<file path="config.mk">
export PLATFORM = sky130hd
export DESIGN_NAME = dram_ws_seq
export DESIGN_NICKNAME = d
export VERILOG_FILES = /design/src/rtl/dram_ws_seq.sv
export SDC_FILE = /design/constraint.sdc
export NUM_CORES = 1
export LEC_CHECK = 0
export ABC_CLOCK_PERIOD_IN_PS = 4330
export BUFFER_PORTS_ARGS = -buffer_cell sky130_fd_sc_hd__buf_2
export CAP_MARGIN = 20
export CELL_PAD_IN_SITES_DETAIL_PLACEMENT = 0
export CELL_PAD_IN_SITES_GLOBAL_PLACEMENT = 1
export CORE_MARGIN = 2
export CORE_UTILIZATION = 42
export CTS_CLUSTER_DIAMETER = 30
export CTS_CLUSTER_SIZE = 40
export DETAILED_ROUTE_END_ITERATION = 7
export GPL_TIMING_DRIVEN = 0
export PLACE_DENSITY = 0.95
export REMOVE_ABC_BUFFERS = 1
export SLEW_MARGIN = 10
export SYNTH_ARGS = -nofsm -noshare
export SYNTH_HDL_FRONTEND = slang
export SYNTH_SLANG_ARGS = --single-unit
</file>
<file path="constraint.sdc">
create_clock -name clk -period 4.33 [get_ports clk]
set_input_delay 0.866 -clock clk [delete_from_list [all_inputs] [get_ports clk]]
set_output_delay 0.866 -clock clk [all_outputs]
set_load 0.02 [all_outputs]
</file>
<file path="src/rtl/dram_ws_seq.sv">
module dram_ws_seq #(
  parameter int AW = 22,
  parameter int LW = 4,
  parameter int MAXLEN = 8
) (
  input  logic          clk,
  input  logic          rst_n,
  input  logic          req,
  input  logic          we,
  input  logic [AW-1:0] addr,
  input  logic [LW-1:0] burst_len,
  input  logic [1:0]    mem_type,
  input  logic          bus8,
  output logic          ready,
  output logic          busy,
  output logic          xfer,
  output logic [AW:0]   xaddr
);
  typedef enum logic [1:0] {S_IDLE, S_ACT, S_REC} st_t;

  st_t           st;
  logic [1:0]    wcnt;
  logic [LW-1:0] beat, lenq;
  logic          half, weq, b8q;
  logic [1:0]    tyq;
  logic [AW-1:0] aq;
  logic          last;

  function automatic logic [1:0] ws_of(input logic w, input logic [1:0] ty,
                                        input logic [LW-1:0] k);
    if (k == '0)                   return w ? 2'd1 : 2'd2;
    else if (ty == 2'd1 && !k[0])  return 2'd1;
    else                           return 2'd0;
  endfunction

  assign busy  = (st != S_IDLE);
  assign xfer  = (st == S_ACT) && (wcnt == 2'd0);
  assign ready = xfer && (!b8q || half);
  assign xaddr = {aq, half};
  assign last  = (beat == lenq - LW'(1));

  always_ff @(posedge clk) begin
    if (!rst_n) begin
      st <= S_IDLE; wcnt <= '0; beat <= '0; lenq <= LW'(1); half <= 1'b0;
      weq <= 1'b0; b8q <= 1'b0; tyq <= '0; aq <= '0;
    end else begin
      case (st)
        S_IDLE: if (req) begin
          st   <= S_ACT;
          weq  <= we;
          b8q  <= bus8;
          tyq  <= mem_type;
          aq   <= addr;
          beat <= '0;
          half <= 1'b0;
          lenq <= (burst_len == '0) ? LW'(1) :
                  (burst_len > LW'(MAXLEN)) ? LW'(MAXLEN) : burst_len;
          wcnt <= ws_of(we, mem_type, '0);
        end
        S_ACT: begin
          if (wcnt != 2'd0) wcnt <= wcnt - 2'd1;
          else if (b8q && !half) half <= 1'b1;
          else begin
            half <= 1'b0;
            if (last) st <= S_REC;
            else begin
              beat <= beat + LW'(1);
              aq   <= aq + AW'(1);
              wcnt <= ws_of(weq, tyq, beat + LW'(1));
            end
          end
        end
        default: st <= S_IDLE;
      endcase
    end
  end

  a_r2_accept: assert property (@(posedge clk) disable iff (!rst_n)
    req && !busy |=> busy);
  a_r6_ready_in_access: assert property (@(posedge clk) disable iff (!rst_n)
    ready |-> busy);
  a_r9_recovery: assert property (@(posedge clk) disable iff (!rst_n)
    ready && last |=> busy && !ready && !xfer ##1 !busy);
  a_r8_byte_order: assert property (@(posedge clk) disable iff (!rst_n)
    ready && b8q |-> $past(xfer) && !$past(xaddr[0]) && xaddr[0]);
  a_r7_halfword_lane: assert property (@(posedge clk) disable iff (!rst_n)
    xfer && !b8q |-> ready && !xaddr[0]);
  a_r8_single_ready: assert property (@(posedge clk) disable iff (!rst_n)
    ready |=> !ready || !b8q);
endmodule

</file>
==> results of run 1 <==
[per-layer routing]
| metal | vias up | global-route usage [%] |
|---|---|---|
| met2 | 74 | 35.0 |
| li1 | 1206 | - |
| met5 | - | 0 |
| met4 | 0 | 6.44 |
| met3 | 7 | 3.17 |
| met1 | 1120 | 26.3 |
[layout make-up]
| type | instances | area [µm²] |
|---|---|---|
| multi-input combinational | 229 | 1500 |
| inverter | 7 | 28.8 |
| sequential | 39 | 781 |
| fill | 560 | 2730 |
| tap | 72 | 90.1 |
| clock buffer | 7 | 96.3 |
| clock inverter | 1 | 7.51 |
| timing repair buffer | 59 | 305 |
[registers in the layout, summed over array words and instances, names as in the netlist]
signal	count
aq	22
wcnt	2
st	2
half	1
b8q	1
lenq	4
beat	4
weq	1
tyq	2
[final timing paths]
kind / startpoint / to / slack (ns) / cells past startpoint
worst max-delay path: st[0] / ready / 1.08 / 4
worst min-delay path: tyq[1] / tyq[1] / 0.46 / 2
worst max register to register: st[0] / aq[2] / 1.26 / 7
worst min register to register: tyq[1] / tyq[1] / 0.46 / 2
[metrics by stage]
step | TNS [ns] | setup WS [ns]
6_report | 0 | 1.08
5_1_grt | 0 | 0.911
4_1_cts | 0 | 1.07
3_5_place_dp | 0 | 1.21
3_3_place_gp | -0.121 | -0.0676
2_1_floorplan | 0 | 0.999
[cells in the final DEF (no fill, tap or decap), types with 2 or more instances in the layout]
master	instances
a211oi_1	6
a21boi_1	3
a21oi_1	26
a22o_1	3
a31o_1	2
a31oi_1	3
and3_1	4
and4_1	4
buf_2	58
clkbuf_8	7
dfxtp_1	39
ha_1	3
inv_1	5
mux2i_1	6
nand2_1	37
nand2b_1	6
nand3_1	14
nand3b_1	5
nand4_1	6
nand4b_1	2
nor2_1	20
nor2b_1	2
nor3_1	5
nor4_1	2
nor4b_1	2
o211a_1	2
o21a_1	3
o21ai_0	9
o221a_1	3
o221ai_1	3
o22ai_1	3
o31a_1	2
o31ai_1	6
o32ai_1	3
o41ai_1	3
xnor2_1	4
[power groups by stage]
stage	logic [mW]	registers [mW]	clock network, mW
final	0.344	0.472	0.282
after global routing	0.376	0.482	0.302
after CTS	0.341	0.471	0.289
after detailed placement	0.340	0.479	0
after global placement	0.332	0.477	0
after floorplan	0.197	0.502	0
[cell families after synthesis]
logic type | share of synthesized area (%)
AND/OR/NAND/NOR | 26.5
AO/OA/AOI/OAI | 27.7
flip-flops | 32.3
buffers and inverters | 6.07
multiplexers | 2.95
XOR/XNOR | 2.80
adder cells (fa/ha/maj) | 1.56
[synthesized netlist by cell type, drive strengths merged, types with 2 or more instances]
library cell and number:
nor4b 2, and4 5, a211oi 6, a21boi 4, mux2i 6, nor3 5, a21oi 27, buf 10
nor2 20, o31a 2, inv 7, o22ai 3, o32ai 3, xnor2 4, clkbuf 13, o31ai 6
o21ai 10, ha 3, o21a 3, o221ai 3, nand3b 5, dfxtp 39, o211a 2, a31oi 4
nand3 14, nand4 8, nor2b 2, and3 4, nand2b 6, a31o 2, a22o 3, nor4 2
o221a 3, nand2 38, nand4b 2, o41ai 4
[worst max-delay path, cell delays in order, from the launching register on]
cell     delay, ns
dfxtp_1       1.03
and2b_4       0.43
nand2_2       0.12
nor2_1        0.27
buf_2         0.23
==> impl_metrics.py, run 1 <==
metrics = {
    "routing": {
        "firstDrtPassIters": 4,
        "wl_per_cell_um": 15.4,
        "routed_wl_um": 6370,
        "wl_met3_um": 352,
        "drc": 0,
        "ant_nets": 0,
        "via_count": 2407,
        "wl_met1_um": 2920,
        "wl_met2_um": 3030,
        "drt_iter0_drc": 267,
        "vias_per_cell": 5.81,
        "dr.max_layer_used": "met4",
    },
    "timing": {
        "period_minus_slack_ns": 3.25,
        "whs_ns": 0.460,
        "slew_viol_final": 0,
        "grt_setup_unrepaired": "no",
        "maxSlewHeadroom_pct": 29.1,
        "finalSetupViolations": 0,
        "max_freq_mhz": 307,
        "tightest_slew_ns": 1.06,
        "period_share_pct": 75.2,
        "hold_viol_final": 0,
        "finClkSkew_ns": 0.00923,
    },
    "critical_path": {
        "worstPathArrival_ns": 2.39,
        "cp-end-kind": "primary output",
        "required_ns": 3.46,
        "worstSetupPathType": "reg -> out",
        "cp-start-kind": "register",
        "critPathMaxFanout": 28,
    },
    "power": {
        "combPwrFrac_pct": 31.3,
        "p_int_mw": 0.681,
        "clockPowerShare_pct": 25.7,
        "p_leak_nw": 1.14,
        "p_total_mw": 1.10,
        "p_seq_share_pct": 43.0,
        "p_switching_mw": 0.417,
        "switching_share_pct": 38.0,
        "ir_worst_vdd_mv": 0.185,
        "p_per_area_mw_per_mm2": 391,
    },
    "clock_network": {
        "clkLatencyLatePin_ns": 0.30,
        "h-tree-depth": 2,
        "cts.sinks": 39,
        "cts_buffers": 5,
        "ctsHoldBuffers": 0,
        "cts_buffer_depth": 2,
        "cts_tree": "yes",
        "cts_root_buf": "clkbuf_8",
        "post_cts.repair.setup_buffers": 0,
        "clk_pin_slew_worst_paths_ns": 0.08,
        "cts_resized": 0,
    },
    "placement": {
        "portBuffers": 58,
        "dp.final_hpwl_um": 4310,
        "gp_congestion": 0.827,
        "dpl_cell_area_mm2": 0.00269,
        "dp.cells": 405,
    },
    "global_route": {
        "grt.total_usage_pct": 20.4,
        "grt_max_degree": 31,
        "grt_pass1_vias": 2250,
        "grt_pass1_wl_um": 10400,
        "gr-total-overflow": 0,
        "antenna_found_initial": 0,
    },
    "logic_synthesis": {
        "ys_top_cells_by_area": "dfxtp_1 32%, nand2_1 5.8%, a21oi_1 5.4%",
        "ys_ff_latch": 39,
        "syn_area_mm2": 0.00241,
        "avgSynthCellArea_um2": 8.10,
        "synth_flop_cell": "dfxtp_1",
        "synth_edf_count": 0,
        "synth_cells": 298,
        "ys_seq_area_share_pct": 32.3,
        "yosysWarnings": 0,
        "async_reset_ff_share_pct": 0,
        "yosysTopAreaCell": "dfxtp_1",
        "synth_top_area_share_pct": 32.3,
        "ys_types": 67,
    },
    "floorplanning": {
        "initial_core_util_pct": 43.6,
        "rows": 27,
        "die_h_um": 79.8,
        "die_w_um": 79.8,
        "core_mm2": 0.00554,
        "dieArea_mm2": 0.00637,
        "io_pins": 59,
    },
    "final_layout": {
        "drive_above_1_share_pct": 23.4,
        "final_cells": 414,
        "final_nets": 377,
        "antenna_cells": 0,
        "finish.utilization_pct": 50.7,
        "syn_to_final_growth_pct": 16.4,
        "postLayoutCellArea_mm2": 0.00281,
    },
    "run_status": {
        "outcome": "finished, final reports clean",
    },
    "min_path": {
        "hold_class": "reg -> reg",
    },
    "run": {
        "maxCapViolCount": 0,
    },
}
(Power assumes the default switching activity.)
==> run 2: changes to the inputs <==
- ABC_CLOCK_PERIOD_IN_PS: 4330 -> 3300
- CORE_UTILIZATION: 42 -> 39
- PLACE_DENSITY: 0.95 -> 0.9
- clock period: 4.33 -> 3.3 ns (I/O delays scaled with it)
==> run 2 against run 1 <==
Non-clock buffer count unchanged. Critical path depth up 1. Register-to-register slack worse by 0.71 ns. Largest power group unchanged.
==> impl_metrics.py, run 2 (synthesized netlist as in run 1, its figures left out) <==
metrics = {
    "run_status": {
        "outcome": "finished, final reports clean",
    },
    "timing": {
        "tightest_slew_ns": 0.895,
        "period_minus_slack_ns": 2.75,
        "finClkSkew_ns": 0.0144,
        "maxSlewHeadroom_pct": 40.1,
        "max_freq_mhz": 364,
        "finalSetupViolations": 0,
        "period_share_pct": 83.3,
        "slew_viol_final": 0,
        "hold_viol_final": 0,
        "grt_setup_unrepaired": "no",
        "whs_ns": 0.466,
    },
    "clock_network": {
        "clk_pin_slew_worst_paths_ns": 0.09,
        "cts.sinks": 39,
        "h-tree-depth": 2,
        "cts_buffers": 5,
        "ctsHoldBuffers": 0,
        "clkLatencyLatePin_ns": 0.30,
        "cts_tree": "yes",
        "post_cts.repair.setup_buffers": 0,
        "cts_buffer_depth": 2,
        "cts_root_buf": "clkbuf_8",
    },
    "placement": {
        "portBuffers": 58,
        "dp.final_hpwl_um": 4320,
        "gp_congestion": 0.848,
    },
    "final_layout": {
        "fillCellCount": 607,
        "layout_common_cells": "58 x buf_2, 38 x dfxtp_1, 37 x nand2_1",
        "drive_above_1_share_pct": 23.7,
        "antenna_cells": 0,
        "final_common_cell": "buf_2",
        "syn_to_final_growth_pct": 16.2,
        "reg_top3": "aq (22), beat (4), lenq (4)",
        "top_register": "aq",
        "final_nets": 377,
        "largest_reg_flops": 22,
    },
    "floorplanning": {
        "die_w_um": 82.7,
        "core_mm2": 0.00596,
        "rows": 28,
        "die_h_um": 82.7,
        "io_pins": 59,
        "dieArea_mm2": 0.00683,
        "initial_core_util_pct": 40.5,
    },
    "routing": {
        "wl_per_cell_um": 15.2,
        "firstDrtPassIters": 4,
        "drt_iter0_drc": 107,
        "vias_per_cell": 5.86,
        "via_count": 2443,
        "routed_wl_um": 6340,
        "ant_nets": 0,
        "drc": 0,
    },
    "critical_path": {
        "critPathLaunch": "st[0]",
        "rr_worst_depth": 5,
        "required_ns": 3.49,
        "rrSetupSlack_ns": 0.55,
        "r2r-end": "aq[12]",
        "cp-start-kind": "register",
        "worstPathArrival_ns": 2.94,
        "endpoint": "aq[12]",
        "reg2reg_from": "st[0]",
        "cp-end-kind": "register",
        "critPathMaxFanout": 30,
        "worstSetupPathType": "reg -> reg",
    },
    "power": {
        "p_leak_nw": 1.13,
        "p_switching_mw": 0.561,
        "ir_worst_vdd_mv": 0.189,
        "p_total_mw": 1.42,
        "p_seq_share_pct": 43.9,
        "p_int_mw": 0.855,
        "combPwrFrac_pct": 31.9,
        "p_per_area_mw_per_mm2": 505,
        "clockPowerShare_pct": 24.3,
        "switching_share_pct": 39.6,
    },
    "global_route": {
        "gr-total-overflow": 0,
        "grt.total_usage_pct": 19.8,
        "grt_pass1_vias": 2245,
        "antenna_found_initial": 0,
        "grt_pass1_wl_um": 10500,
        "grt_max_degree": 31,
    },
    "min_path": {
        "hold_class": "reg -> reg",
    },
    "run": {
        "maxCapViolCount": 0,
    },
}
## run 2: worst max-delay path: stages (launching register included)
cell and delay (ns):
dfxtp_2 0.49, nor3b_2 0.79, a21oi_4 0.16, a31oi_4 0.76, a21boi_0 0.20, o21a_1 0.22
## run 2: final cells by class
type | instances | area, µm² | area share, %
multi-input cells | 229 | 1500 | 53.5
flip-flops and latches | 39 | 782 | 27.9
repair buffers | 59 | 305 | 10.9
well taps | 75 | 93.8 | 3.35
clock buffers | 5 | 68.8 | 2.45
inverters | 7 | 28.8 | 1.03
clock inverters | 3 | 25.0 | 0.892
## run 2: what timing repair did
| item | CTS | global route |
|---|---|---|
| endpoints found under the setup margin | 0 | 9 |
| resized for setup | 0 | 1 |
| endpoints found under the hold margin | 0 | 0 |
## run 2: worst min path at each step
stage / start / depth (start not counted) / end
3_3_place_gp: tyq[0] / 2 / tyq[0]
6_report: tyq[1] / 2 / tyq[1]
5_1_grt: tyq[1] / 2 / tyq[1]
3_5_place_dp: tyq[1] / 2 / tyq[1]
2_1_floorplan: tyq[0] / 2 / tyq[0]
4_1_cts: tyq[1] / 2 / tyq[1]
## run 2: power groups by stage
stage / Clock (mW) / Sequential, mW / Combinational, mW
floorplan: 0 / 0.659 / 0.258
global placement: 0 / 0.626 / 0.439
detailed placement: 0 / 0.630 / 0.447
CTS: 0.354 / 0.619 / 0.448
global route: 0.376 / 0.635 / 0.500
finish: 0.344 / 0.621 / 0.451
## run 2: per-layer routing
layer / part of all wire, % / wire, µm / track usage [%] / vias to the layer above
met1: 46 / 2930 / 25.9 / 1166
met5: 0 / 0 / 0 / -
met4: 1.2 / 78 / 5.25 / 0
li1: - / - / - / 1203
met2: 47 / 3010 / 33.1 / 67
met3: 5.2 / 330 / 4.35 / 7
## run 2: per-stage QoR
step / utilization, % / instances / area, µm² / setup WS (ns) / setup TNS (ns)
3_3_place_gp: 45.0 / 408 / 2680 / -1.06 / -18.68
4_1_cts: 46.8 / 416 / 2790 / 0.249 / 0
5_1_grt: 47.1 / 417 / 2810 / 0.215 / 0
3_5_place_dp: 45.3 / 408 / 2700 / 0.255 / 0
2_1_floorplan: - / 275 / 2300 / 0.0617 / 0
6_report: 47.1 / 417 / 2810 / 0.551 / 0
==> run 3: changes to the inputs <==
- ABC_AREA: default -> 1
- ABC_CLOCK_PERIOD_IN_PS: 3300 -> 2790
- CORE_UTILIZATION: 39 -> 37
- clock period: 3.3 -> 2.79 ns (I/O delays scaled with it)
==> run 3 against run 2 <==
Total power up 8.0%. Sequential power rose by 9.5%. Sequential share of layout area down 1.8 points. Global-route usage fell by 1.6 points. Die area up 13%. Sequential cell count unchanged. Area after synthesis increased by 8.0%. Critical path type unchanged. Critical endpoint is now aq[13]. Largest cell class unchanged. Highest routed layer unchanged.
==> impl_metrics.py, run 3 <==
metrics = {
    "timing": {
        "fin_ws_ns": 0.458,
        "finalSetupTns_ns": 0,
        "finalSetupViolations": 0,
        "period_minus_slack_ns": 2.33,
        "finClkSkew_ns": 0.00566,
        "hold_viol_final": 0,
        "maxSlewHeadroom_pct": 29.0,
        "grt_setup_unrepaired": "no",
        "max_freq_mhz": 429,
        "period_share_pct": 83.6,
        "tightest_slew_ns": 1.06,
        "slew_viol_final": 0,
    },
    "logic_synthesis": {
        "synth_common_cells": "168 x nand2_1, 49 x nor2_1, 39 x dfxtp_1",
        "yosysTopAreaCell": "dfxtp_1",
        "ys_types": 36,
        "ys_ff_latch": 39,
        "yosysMostFrequentCell": "nand2_1",
        "synth_cells": 428,
        "async_reset_ff_share_pct": 0,
        "avgSynthCellArea_um2": 6.09,
        "syn_area_mm2": 0.00261,
        "synth_top_area_share_pct": 29.9,
        "ys_top_cells_by_area": "dfxtp_1 30%, nand2_1 24%, nor2_1 7.1%",
        "ys_seq_area_share_pct": 29.9,
        "synth_edf_count": 0,
        "synth_flop_cell": "dfxtp_1",
        "yosysWarnings": 0,
    },
    "final_layout": {
        "final_nets": 513,
        "drive_above_1_share_pct": 19.3,
        "layout_common_cells": "168 x nand2_1, 58 x buf_2, 49 x nor2_1",
        "top_register": "aq",
        "final_common_cell": "nand2_1",
        "antenna_cells": 0,
        "finish.utilization_pct": 44.1,
        "syn_to_final_growth_pct": 14.9,
        "final_cells": 573,
        "largest_reg_flops": 22,
        "reg_top3": "aq (22), beat (4), lenq (4)",
    },
    "clock_network": {
        "cts.sinks": 39,
        "clk_pin_slew_worst_paths_ns": 0.08,
        "cts_root_buf": "clkbuf_8",
        "cts_buffers": 5,
        "post_cts.repair.setup_buffers": 0,
        "h-tree-depth": 2,
        "cts_buffer_depth": 2,
        "clkLatencyLatePin_ns": 0.29,
        "cts_resized": 0,
        "cts_tree": "yes",
        "ctsHoldBuffers": 0,
    },
    "floorplanning": {
        "dieArea_mm2": 0.00774,
        "rows": 30,
        "die_w_um": 88.0,
        "core_mm2": 0.00679,
        "initial_core_util_pct": 38.4,
        "die_h_um": 88.0,
        "io_pins": 59,
    },
    "placement": {
        "gp_congestion": 0.835,
        "dpl_worst_slack_ns": 0.174,
        "portBuffers": 58,
        "dp.cells": 566,
        "dp.final_hpwl_um": 4670,
    },
    "global_route": {
        "grt.total_usage_pct": 18.3,
        "grt_pass1_vias": 2525,
        "grt_max_degree": 31,
        "gr-total-overflow": 0,
        "antenna_found_initial": 0,
        "grt_pass1_wl_um": 11300,
    },
    "power": {
        "combPwrFrac_pct": 28.9,
        "p_per_area_mw_per_mm2": 510,
        "p_leak_nw": 1.38,
        "clockPowerShare_pct": 26.6,
        "p_seq_share_pct": 44.5,
        "p_int_mw": 0.957,
        "switching_share_pct": 37.4,
        "p_switching_mw": 0.571,
        "ir_worst_vdd_mv": 0.298,
    },
    "min_path": {
        "min_from": "b8q",
        "hold_class": "reg -> reg",
        "min_to": "b8q",
        "hold_depth": 2,
    },
    "run": {
        "maxCapViolCount": 0,
    },
    "critical_path": {
        "required_ns": 2.98,
        "cp-end-kind": "register",
        "reg2reg_from": "st[0]",
        "critPathMaxFanout": 30,
        "worstPathArrival_ns": 2.52,
        "critPathLaunch": "st[0]",
        "r2r-end": "aq[13]",
        "worstSetupPathType": "reg -> reg",
        "rr_worst_depth": 7,
        "rrSetupSlack_ns": 0.46,
        "cp-start-kind": "register",
    },
    "routing": {
        "via_count": 2784,
        "ant_nets": 0,
        "vias_per_cell": 4.86,
        "routed_wl_um": 6800,
        "wl_per_cell_um": 11.9,
        "firstDrtPassIters": 5,
        "drt_iter0_drc": 165,
        "drc": 0,
    },
    "run_status": {
        "outcome": "finished, final reports clean",
    },
}
-- run 3: cell count changes after synthesis, moves of 5 or more --
cell / before / now
nand2_1: 37 / 168
nor2_1: 20 / 49
inv_1: 5 / 31
nand3_1: 14 / 26
clkbuf_1: 13 / 5
mux2i_1: 6 / 0
nand2b_1: 6 / 0
a211oi_1: 6 / 1
nor2_4: 0 / 5
or2_2: 1 / 6
-- run 3: per-stage QoR --
step                hold slack [ns]  cell area, µm²  power, mW
floorplan                     0.430            2490      0.987
global placement              0.444            2900       1.13
detailed placement            0.452            2900       1.13
CTS                           0.465            2990       1.54
global route                  0.478            3000       1.63
finish                        0.458            3000       1.53
-- run 3: layer usage --
layer	track usage, %	part of all wire (%)	up-vias
met1	23.3	48	1232
met3	3.49	5.3	9
li1	-	-	1460
met5	0	0	-
met4	5.31	1.1	0
met2	31.3	46	83
-- run 3: area by class of cell --
| cell class | count | area (µm²) |
|---|---|---|
| multi-input cells | 337 | 1580 |
| inverters | 36 | 138 |
| fillers | 734 | 3800 |
| clock buffers | 6 | 82.6 |
| flip-flops and latches | 39 | 781 |
| well taps | 96 | 120 |
| repair buffers | 58 | 290 |
| clock inverters | 1 | 5.00 |
-- run 3: cells by family (layout without fill, tap and decap cells) --
logic type,Yosys count,count (layout),synth area share [%]
AO/OA/AOI/OAI,55,55,11.8
XOR/XNOR,4,4,1.34
adder cells (fa/ha/maj),3,3,1.44
buffers and inverters,52,101,9.69
flip-flops,39,39,29.9
AND/OR/NAND/NOR,275,275,45.8
-- run 3: power groups by stage --
stage,sequential (mW),combinational [mW],clock (mW)
after floorplan,0.721,0.266,0
after global placement,0.690,0.435,0
after detailed placement,0.692,0.443,0
after CTS,0.679,0.445,0.412
after global routing,0.691,0.497,0.443
final,0.680,0.442,0.406
-- run 3: worst max-delay path by stage --
| stage | endpoint | cells after the start |
|---|---|---|
| 6_report | aq[13] | 7 |
| 4_1_cts | aq[6] | 8 |
| 2_1_floorplan | ready | 4 |
| 3_5_place_dp | aq[8] | 8 |
| 5_1_grt | aq[13] | 7 |
| 3_3_place_gp | aq[15] | 9 |
-- run 3: critical path: stages (launching register included) --
cell and delay (ns):
dfxtp_1 0.49, nand2_4 0.27, inv_2 0.47, nand4_2 0.22
nand3_4 0.30, inv_4 0.20, o21ai_0 0.21, nor2_1 0.05
